**config.mk**
```make
export PLATFORM = sky130hd
export DESIGN_NAME = sha1_pair_core
export DESIGN_NICKNAME = d
export VERILOG_FILES = /design/src/rtl/sha1_pair_pkg.sv /design/src/rtl/sha1_msg_sched.sv /design/src/rtl/sha1_step_pair.sv /design/src/rtl/sha1_pair_core.sv
export SDC_FILE = /design/constraint.sdc
export NUM_CORES = 2
export LEC_CHECK = 0
export BUFFER_PORTS_ARGS = -buffer_cell sky130_fd_sc_hd__buf_2
export CORE_ASPECT_RATIO = 1.25
export CORE_MARGIN = 10
export CORE_UTILIZATION = 50
export DETAILED_ROUTE_END_ITERATION = 10
export PLACE_DENSITY_LB_ADDON = 0.2
export SYNTH_ARGS = -nofsm -noshare
export SYNTH_HDL_FRONTEND = slang
export SYNTH_HIERARCHICAL = 1
export SYNTH_SLANG_ARGS = --single-unit
```
**constraint.sdc**
```tcl
create_clock -name clk -period 35.9 [get_ports clk]
set_input_delay 1.795 -clock clk [delete_from_list [all_inputs] [get_ports clk]]
set_output_delay 1.795 -clock clk [all_outputs]
set_load 0.02 [all_outputs]
```
**src/rtl/sha1_pair_pkg.sv**
```systemverilog
package sha1_pair_pkg;
  localparam int WORD_W          = 32;
  localparam int NUM_WORDS       = 5;
  localparam int STATE_W         = WORD_W * NUM_WORDS;
  localparam int SCHED_DEPTH     = 16;
  localparam int BLOCK_W         = WORD_W * SCHED_DEPTH;
  localparam int STEPS           = 80;
  localparam int STEPS_PER_CYCLE = 2;
  localparam int PAIRS           = STEPS / STEPS_PER_CYCLE;
  localparam int ROUND_LEN       = 20;
  localparam int PAIRS_PER_ROUND = ROUND_LEN / STEPS_PER_CYCLE;
  localparam int CNT_W           = $clog2(PAIRS);

  typedef logic [WORD_W-1:0] word_t;

  typedef enum logic [1:0] {
    FN_CHOOSE = 2'd0,
    FN_XOR_LO = 2'd1,
    FN_MAJOR  = 2'd2,
    FN_XOR_HI = 2'd3
  } rnd_e;

  typedef struct packed {
    word_t s;
    word_t c;
  } csa_t;

  function automatic word_t rotl(input word_t x, input int n);
    return (x << n) | (x >> (WORD_W - n));
  endfunction

  function automatic word_t mix_fn(input rnd_e r, input word_t x, input word_t y, input word_t z);
    case (r)
      FN_CHOOSE: return (x & y) | (~x & z);
      FN_MAJOR:  return (x & y) | (x & z) | (y & z);
      default:   return x ^ y ^ z;
    endcase
  endfunction

  function automatic word_t rnd_const(input rnd_e r);
    case (r)
      FN_CHOOSE: return 32'h5A827999;
      FN_XOR_LO: return 32'h6ED9EBA1;
      FN_MAJOR:  return 32'h8F1BBCDC;
      default:   return 32'hCA62C1D6;
    endcase
  endfunction

  function automatic csa_t csa3(input word_t x, input word_t y, input word_t z);
    csa_t r;
    r.s = x ^ y ^ z;
    r.c = ((x & y) | (x & z) | (y & z)) << 1;
    return r;
  endfunction
endpackage

```
**src/rtl/sha1_msg_sched.sv**
```systemverilog
module sha1_msg_sched
  import sha1_pair_pkg::*;
(
  input  logic               clk,
  input  logic               load,
  input  logic               shift,
  input  logic [BLOCK_W-1:0] block,
  output word_t              w_even,
  output word_t              w_odd
);
  word_t win_q [SCHED_DEPTH];
  word_t nx_a, nx_b;

  // Two new schedule words per cycle, both from the old window only.
  assign nx_a = rotl(win_q[13] ^ win_q[8] ^ win_q[2] ^ win_q[0], 1);
  assign nx_b = rotl(win_q[14] ^ win_q[9] ^ win_q[3] ^ win_q[1], 1);

  genvar gi;
  generate
    for (gi = 0; gi < SCHED_DEPTH; gi++) begin : g_win
      always_ff @(posedge clk) begin
        if (load) begin
          win_q[gi] <= block[BLOCK_W-1-WORD_W*gi -: WORD_W];
        end else if (shift) begin
          if (gi < SCHED_DEPTH - 2)       win_q[gi] <= win_q[gi+2];
          else if (gi == SCHED_DEPTH - 2) win_q[gi] <= nx_a;
          else                            win_q[gi] <= nx_b;
        end
      end
    end
  endgenerate

  assign w_even = win_q[0];
  assign w_odd  = win_q[1];
endmodule

```
**src/rtl/sha1_step_pair.sv**
```systemverilog
module sha1_step_pair
  import sha1_pair_pkg::*;
(
  input  rnd_e  rnd,
  input  word_t a_in,
  input  word_t b_in,
  input  word_t c_in,
  input  word_t d_in,
  input  word_t e_in,
  input  word_t w_even,
  input  word_t w_odd,
  output word_t b_nx,
  output word_t c_nx,
  output word_t d_nx,
  output word_t e_nx,
  output word_t t1_nx
);
  word_t k, f_even, f_odd, b_rot;
  csa_t  p0, p1, p2, q0, q1;

  assign k      = rnd_const(rnd);
  assign b_rot  = rotl(b_in, 30);
  assign f_even = mix_fn(rnd, b_in, c_in, d_in);
  assign f_odd  = mix_fn(rnd, a_in, b_rot, c_in);

  // First step: carry-save compression, single carry-propagate adder.
  assign p0   = csa3(e_in, k, w_even);
  assign p1   = csa3(p0.s, p0.c, f_even);
  assign p2   = csa3(p1.s, p1.c, rotl(a_in, 5));
  assign b_nx = p2.s + p2.c;

  // Second step without rotl5 of the first result (added next cycle).
  assign q0    = csa3(d_in, k, w_odd);
  assign q1    = csa3(q0.s, q0.c, f_odd);
  assign t1_nx = q1.s + q1.c;

  assign c_nx = rotl(a_in, 30);
  assign d_nx = b_rot;
  assign e_nx = c_in;
endmodule

```
**src/rtl/sha1_pair_core.sv**
```systemverilog
module sha1_pair_core
  import sha1_pair_pkg::*;
(
  input  logic               clk,
  input  logic               rst,
  input  logic               start,
  input  logic [STATE_W-1:0] chain_in,
  input  logic [BLOCK_W-1:0] block_in,
  output logic               busy,
  output logic               done,
  output logic [STATE_W-1:0] digest_out
);
  localparam logic [CNT_W-1:0] LAST_PAIR = CNT_W'(PAIRS - 1);
  localparam logic [CNT_W-1:0] BOUND1    = CNT_W'(PAIRS_PER_ROUND);
  localparam logic [CNT_W-1:0] BOUND2    = CNT_W'(2 * PAIRS_PER_ROUND);
  localparam logic [CNT_W-1:0] BOUND3    = CNT_W'(3 * PAIRS_PER_ROUND);

  logic [CNT_W-1:0]   pair_q;
  logic               busy_q, first_q, fin_q;
  word_t              b_q, c_q, d_q, e_q, t1_q;
  logic [STATE_W-1:0] chain_q;
  word_t              a_cur, w_even, w_odd;
  word_t              b_nx, c_nx, d_nx, e_nx, t1_nx;
  rnd_e               rnd;
  logic               accept;

  assign accept = start && !busy_q && !fin_q;
  assign a_cur  = first_q ? t1_q : rotl(b_q, 5) + t1_q;

  always_comb begin
    if (pair_q < BOUND1)      rnd = FN_CHOOSE;
    else if (pair_q < BOUND2) rnd = FN_XOR_LO;
    else if (pair_q < BOUND3) rnd = FN_MAJOR;
    else                      rnd = FN_XOR_HI;
  end

  sha1_msg_sched i_sched (
    .clk    (clk),
    .load   (accept),
    .shift  (busy_q),
    .block  (block_in),
    .w_even (w_even),
    .w_odd  (w_odd)
  );

  sha1_step_pair i_pair (
    .rnd    (rnd),
    .a_in   (a_cur),
    .b_in   (b_q),
    .c_in   (c_q),
    .d_in   (d_q),
    .e_in   (e_q),
    .w_even (w_even),
    .w_odd  (w_odd),
    .b_nx   (b_nx),
    .c_nx   (c_nx),
    .d_nx   (d_nx),
    .e_nx   (e_nx),
    .t1_nx  (t1_nx)
  );

  always_ff @(posedge clk) begin
    if (rst) begin
      busy_q     <= 1'b0;
      first_q    <= 1'b0;
      fin_q      <= 1'b0;
      pair_q     <= '0;
      done       <= 1'b0;
      digest_out <= '0;
    end else begin
      done <= 1'b0;
      if (accept) begin
        busy_q  <= 1'b1;
        first_q <= 1'b1;
        pair_q  <= '0;
      end else if (busy_q) begin
        first_q <= 1'b0;
        pair_q  <= pair_q + 1'b1;
        if (pair_q == LAST_PAIR) begin
          busy_q <= 1'b0;
          fin_q  <= 1'b1;
        end
      end else if (fin_q) begin
        fin_q      <= 1'b0;
        done       <= 1'b1;
        digest_out <= {chain_q[159:128] + a_cur, chain_q[127:96] + b_q,
                       chain_q[95:64] + c_q, chain_q[63:32] + d_q,
                       chain_q[31:0] + e_q};
      end
    end
  end

  // Working state has no reset: it is always loaded before use.
  always_ff @(posedge clk) begin
    if (accept) begin
      chain_q <= chain_in;
      t1_q    <= chain_in[159:128];
      b_q     <= chain_in[127:96];
      c_q     <= chain_in[95:64];
      d_q     <= chain_in[63:32];
      e_q     <= chain_in[31:0];
    end else if (busy_q) begin
      t1_q <= t1_nx;
      b_q  <= b_nx;
      c_q  <= c_nx;
      d_q  <= d_nx;
      e_q  <= e_nx;
    end
  end

  assign busy = busy_q;

  assert_accept_R3: assert property (@(posedge clk) disable iff (rst)
    accept |=> (busy_q && pair_q == '0));
  assert_last_pair_R3: assert property (@(posedge clk) disable iff (rst)
    (busy_q && pair_q == LAST_PAIR) |=> (!busy_q && !done));
  assert_finish_R3: assert property (@(posedge clk) disable iff (rst)
    fin_q |=> done);
  assert_done_pulse_R3: assert property (@(posedge clk) disable iff (rst)
    done |=> !done);
  assert_done_idle_R3: assert property (@(posedge clk) disable iff (rst)
    done |-> !busy_q);
  assert_ignore_start_R4: assert property (@(posedge clk) disable iff (rst)
    (busy_q && start && pair_q != LAST_PAIR) |=> (busy_q && pair_q == $past(pair_q) + 1'b1));
  assert_digest_hold_R5: assert property (@(posedge clk) disable iff (rst)
    !$stable(digest_out) |-> done);
endmodule

```
Word-level counts from Yosys, hierarchy flattened
Memories as Yosys holds them, arrays and structs flattened.
Cells that the tools add are included.
{"block": "classes", "addsub": 9, "n_lt_le_gt_ge": 3, "eq_ne": 4, "muxes": 46, "bitwise": 85, "n_reduce_logical": 10}
{"operator": "32-bit 2-to-1 mux", "n": 27}
{"operator": "32-bit XOR", "n": 20}
{"operator": "31-bit bitwise AND", "n": 15}
{"operator": "31-bit OR", "n": 10}
{"operator": "32-bit adder", "n": 8}
{"operator": "32-bit bitwise AND", "n": 8}
{"operator": "32-bit OR", "n": 6}
{"operator": "32-bit case mux with 2 select lines", "n": 2}
{"operator": "32-bit case mux with 3 select lines", "n": 1}
{"operator": "32-bit inverter", "n": 2}
{"operator": "32-bit by 1-bit OR with 32-bit output", "n": 2}
{"operator": "32-bit by 30-bit OR with 32-bit output", "n": 2}
{"operator": "32-bit by 5-bit OR with 32-bit output", "n": 2}
{"operator": "1-bit OR", "n": 16}
{"operator": "1-bit 2-to-1 mux", "n": 14}
{"operator": "6-bit by 5-bit < comparator with 1-bit output, second input constant", "n": 2}
{"operator": "6-bit by 1-bit adder with 6-bit output, second input constant", "n": 1}
{"operator": "6-bit equality test, second input constant", "n": 1}
{"operator": "6-bit by 4-bit < comparator with 1-bit output, second input constant", "n": 1}
{"operator": "2-bit 2-to-1 mux", "n": 2}
{"operator": "3-bit AND reduction", "n": 1}
{"operator": "3-bit OR reduction", "n": 1}
{"operator": "2-bit by 1-bit equality test with 1-bit output, second input constant", "n": 1}
{"operator": "2-bit equality test, second input constant", "n": 1}
{"operator": "8 further kinds", "n": 11}
{"block": "totals", "register_bits": 490, "mem_bits_rw": 512, "input_bits": 675, "out_inout_bits": 162, "wordCells": 170, "n_memories": 1}
{"memory": "i_sched.win_q", "depth": 16, "width": 32, "read_ports": 16, "rd_clocked_by_memory_dff": 0, "wr": 16, "line_no": "sha1_msg_sched.sv:11", "source": "word_t win_q [SCHED_DEPTH];"}

Logic depth before layout (Yosys ltp)
{"block": "depth", "word_depth": 18, "ltp_mapped": 28, "ltp_nobuf": 26}

Cells and area by module
Netlist, hierarchy kept.
{"module": "sha1_pair_core", "instances": 1, "cells_each": 2560, "area_each_um2": 26994.6, "seq_area_each_um2": 13012.5}
{"module": "sha1_msg_sched", "instances": 1, "cells_each": 1346, "area_each_um2": 25251.7, "seq_area_each_um2": 15374.7}
{"module": "sha1_step_pair", "instances": 1, "cells_each": 1339, "area_each_um2": 11172.0, "seq_area_each_um2": 0.0}

Worst setup path before layout
OpenSTA, ideal clock, no wires.
{"block": "synth_path", "path_kind": "input to register", "startpoint": "input port start", "endpoint": "memory i_sched/win_q[0][0] (netlist bit) (enable)", "setup_time_ns": 0.666, "arrival_ns": 13.318, "required_ns": 35.234, "slack_ns": 21.916, "cell_stages": 5, "n_path_buf": 3, "cell_sequence": "and3_1 clkbuf_1 clkbuf_1 clkbuf_1 or2_2"}
{"item": "start: declaration", "line_no": "sha1_pair_core.sv:6", "source": "input logic start,"}
{"item": "end: declaration", "line_no": "sha1_msg_sched.sv:11"}

Worst setup path after layout
{"block": "layout_path", "startpoint": "register b_q[29]", "endpoint": "register b_q[30] (data pin)"}
{"block": "layout_via", "elab_cells_between_ends": 29, "classes_between": "add/sub: 2; mux: 4; bitwise: 23"}
{"item": "start: declaration", "line_no": "sha1_pair_core.sv:20", "source": "word_t b_q, c_q, d_q, e_q, t1_q;"}
{"item": "start signal: assignment", "line_no": "sha1_pair_core.sv:98", "source": "b_q <= chain_in[127:96];"}
{"item": "start signal: assignment", "line_no": "sha1_pair_core.sv:104", "source": "b_q <= b_nx;"}
{"item": "32-bit by 5-bit OR with 32-bit output (*)", "line_no": "sha1_pair_pkg.sv:29", "source": "return (x << n) | (x >> (WORD_W - n));"}
{"item": "32-bit adder (*)", "line_no": "sha1_pair_core.sv:28", "source": "assign a_cur = first_q ? t1_q : rotl(b_q, 5) + t1_q;"}
{"item": "32-bit 2-to-1 mux (*)", "line_no": "sha1_pair_core.sv:28"}
{"item": "via a_cur[29]", "line_no": "sha1_pair_core.sv:22", "source": "word_t a_cur, w_even, w_odd;"}
{"item": "32-bit by 5-bit OR with 32-bit output (*)", "line_no": "sha1_pair_pkg.sv:29"}
{"item": "31-bit bitwise AND", "line_no": "sha1_pair_pkg.sv:52", "source": "r.c = ((x & y) | (x & z) | (y & z)) << 1;"}
{"item": "31-bit OR (2 in series)", "line_no": "sha1_pair_pkg.sv:52"}
{"item": "32-bit adder (*)", "line_no": "sha1_step_pair.sv:30", "source": "assign b_nx = p2.s + p2.c;"}
{"item": "via b_nx[30]", "line_no": "sha1_pair_core.sv:23", "source": "word_t b_nx, c_nx, d_nx, e_nx, t1_nx;"}
{"item": "32-bit 2-to-1 mux (*)", "line_no": "sha1_pair_core.sv:102", "source": "end else if (busy_q) begin"}
{"item": "32-bit 2-to-1 mux (*)", "line_no": "sha1_pair_core.sv:95", "source": "if (accept) begin"}
The timed path passes the listed nets; every way through them passes the cells marked *. The select of a mux whose other input is x is not followed.
A chain may end at the register's enable or synchronous reset.

==> flow_summary.yaml <==
logic_synthesis:
  async_flop_share: 0
  synth_top_flop_cell: "edfxtp_1"
  synth-edff-count: 832
  netlist_instances: 5245
  ys_seq_area_frac: 0.448
  synth_area_sq_um: 63400
  yosysUniqueCellTypes: 95
  synth_area_per_cell_sq_um: 12.1
  synth_fp_nets: 6397
  synth-seq-cells: 1002
  ys_warn_count: 6
detailed_routing:
  vias_per_cell: 5.79
  wl_per_cell_um: 27.8
  firstDrtPassIters: 7
  ant_nets: 0
  vias: 45000
  postRouteWirelength_mm: 216
  drcViolationCount: 0
  drt_iter0_markers: 3681
clocking:
  cts_setup_buffers: 0
  cts_resized: 0
  clk_path_buf_depth: 3
  root_buffer: "clkbuf_16"
  path_clk_slew_ps: 60
  clock_sinks: 1002
  hold_buffers: 0
  numCtsBuffers: 105
  clkLatencyLatePin_ps: 730
  cts_tree: "yes"
  h-tree-depth: 3
timing:
  whs_ps: 445
  worst_slew_pin_slew_ps: 1240
  slew_viol_final: 0
  fin_crit_ps: 8180
  rsz0062_at_grt: "no"
  slew-limit-headroom: 0.159
  skew_ps: 33.6
  setup_viol: 0
  hold_violations: 0
  setup_tns_ps: 0
  clock.fmax_ghz: 0.122
  period_share: 0.228
critical_path:
  cp-end-kind: "register"
  rr_startpoint: "b_q[29]"
  critPathMaxFanout: 7
  crit_type: "reg2reg"
  cp_data_required_time_ps: 36360
  arrival_ps: 8640
  reg2reg_slack_ps: 27720
  reg2reg_depth: 22
  start_kind: "register"
  reg2reg_to: "b_q[30]"
pwr:
  total_power_mw: 8.52
  power.density_nw_per_um2: 119
  vdd_ir_drop_max_mv: 0.102
  leakage_nw: 29.5
final_layout:
  layout.nets: 7107
  register_area_sq_um: 28400
  area.growth.synth_to_final_pct: 12.6
  drive_gt1_frac: 0.285
  multi_input_area_sq_um: 31600
  fillers: 10900
  final_cell_mix: "buf_2 (835), edfxtp_1 (832), a21oi_1 (408)"
  final_util: 0.565
  final_common_cell: "buf_2"
global_routing:
  gr-usage-all-layers: 0.293
  grt_max_degree: 154
  antenna_found_initial: 79
  grt_pass1_vias: 44900
  grt_pass1_wl_mm: 305
  grt_overflow: 0
die:
  start_util: 0.502
  num_rows: 146
  core_area_sq_um: 126000
  die_h_um: 418
  die_w_um: 339
  design.die.area_sq_um: 142000
  ios: 837
run:
  maxCapViolations: 0
outcome:
  status: "completed"
worst_hold_path:
  min_from: "digest_out[70]"
  min_to: "digest_out[70]"
  hold_path_class: "reg2reg"
  hold_depth: 2
placement:
  port_buffers: 836
  hpwl_mm: 173
  gp_congestion: 0.996
-- worst max-delay path by stage --
stage | end | slack, ps | from
after floorplan | i_sched/win_q[0][0] | 21920 | start
final | b_q[30] | 27720 | b_q[29]
after global routing | b_q[30] | 27390 | b_q[30]
after global placement | b_q[30] | 27950 | b_q[30]
after CTS | b_q[30] | 27890 | b_q[30]
after detailed placement | b_q[30] | 27940 | b_q[30]
-- critical path, cell delays in order (launching register included) --
cell      delay, ps
edfxtp_1        670
ha_1            480
o21ai_0         110
nor2_1          240
o211ai_2        120
a31oi_1         400
a221oi_2        210
o21ai_1         380
a211o_1         250
a31oi_1          90
o311ai_1       1010
inv_1           440
fa_1            690
inv_1            60
ha_1            310
a211oi_1        240
o21bai_1        140
a21oi_1         530
o21ai_0         510
a221oi_1        450
o21ai_0         150
xor2_1          150
mux2_2          260
-- metal layers --
metal  global-route usage  part of all wire  vias to the layer above
met5                    0            0.0018                        -
met4                0.138             0.051                       58
met3               0.0557             0.072                      439
met2                0.485              0.47                     1887
met1                0.370              0.40                    22200
li1                     -                 -                    20400
-- synth_stat cells (all sizes together), types with 8 or more instances --
master,n,area share
clkbuf,121,0.0072
nand2b,21,0.0021
or3,25,0.0025
and3,25,0.0025
or2,12,0.0012
buf,173,0.029
ha,265,0.052
nor2b,25,0.0026
o21bai,32,0.0038
nand4,36,0.0036
a21o,126,0.015
nor2,282,0.017
nand3b,10,0.0012
o21ai,235,0.019
a211o,14,0.0019
nor3b,10,0.0012
and2,15,0.0015
o21a,36,0.0043
nand2,336,0.020
nor3,58,0.0046
o211ai,35,0.0042
o31ai,19,0.0025
xnor2,322,0.044
o31a,8,0.0011
inv,332,0.020
nand3,66,0.0052
a221oi,12,0.0018
a21boi,10,0.0012
fa,212,0.067
a211oi,48,0.0058
mux2i,65,0.010
dfxtp,170,0.054
a2111oi,11,0.0021
o2111ai,8,0.0011
a21oi,408,0.032
xor2,66,0.0091
a31oi,31,0.0032
o311ai,10,0.0014
edfxtp,832,0.39
mux2,616,0.13
-- logic make-up (layout without fill, tap and decap cells) --
kind of cell,count (synthesis),count (layout),synth area share
and+or+nand+nor,947,947,0.0679
DFF,1002,1002,0.448
other,0,34,0
buffers and inverters,628,1424,0.0557
AOI/OAI and AO/OA,1120,1120,0.112
adders and majority gates,479,479,0.120
xor gates and xnor gates,388,388,0.0536
muxes,681,681,0.144
-- report_power, final --
group / total, mW / internal [mW] / switching (mW) / leakage, nW
logic: 5.58 / 2.36 / 3.22 / 18.4
registers: 1.87 / 1.59 / 0.280 / 9.51
clock network: 1.07 / 0.587 / 0.488 / 1.63
total: 8.52 / 4.54 / 3.99 / 29.5
-- flip-flops by register name, indices dropped and copies added (netlist names) --
register       flops
d_q               32
e_q               32
chain_q          160
fin_q              1
digest_out       160
busy               1
done               1
first_q            1
i_sched/win_q    512
c_q               32
pair_q             6
b_q               32
t1_q              32
-- stage by stage --
stage                     std cells  cell area [sq um]  setup WS, ps
after CTS                      7743              71300         27890
after global placement         7550              68000         27950
after floorplan                5245              63400         21920
after global routing           7766              71400         27390
final                          7777              71400         27720
after detailed placement       7550              68000         27940
-- area by class of cell --
| type | count | area share |
|---|---|---|
| Tap cell | 1702 | 0.0298 |
| Clock buffer | 140 | 0.0407 |
| Timing Repair Buffer | 897 | 0.0654 |
| Multi-Input combinational cell | 3615 | 0.442 |
| Antenna cell | 34 | 0.00119 |
| Clock inverter | 53 | 0.00568 |
| Inverter | 334 | 0.0176 |
| Sequential cell | 1002 | 0.398 |
Note: power is estimated with default switching activity, not from simulation.
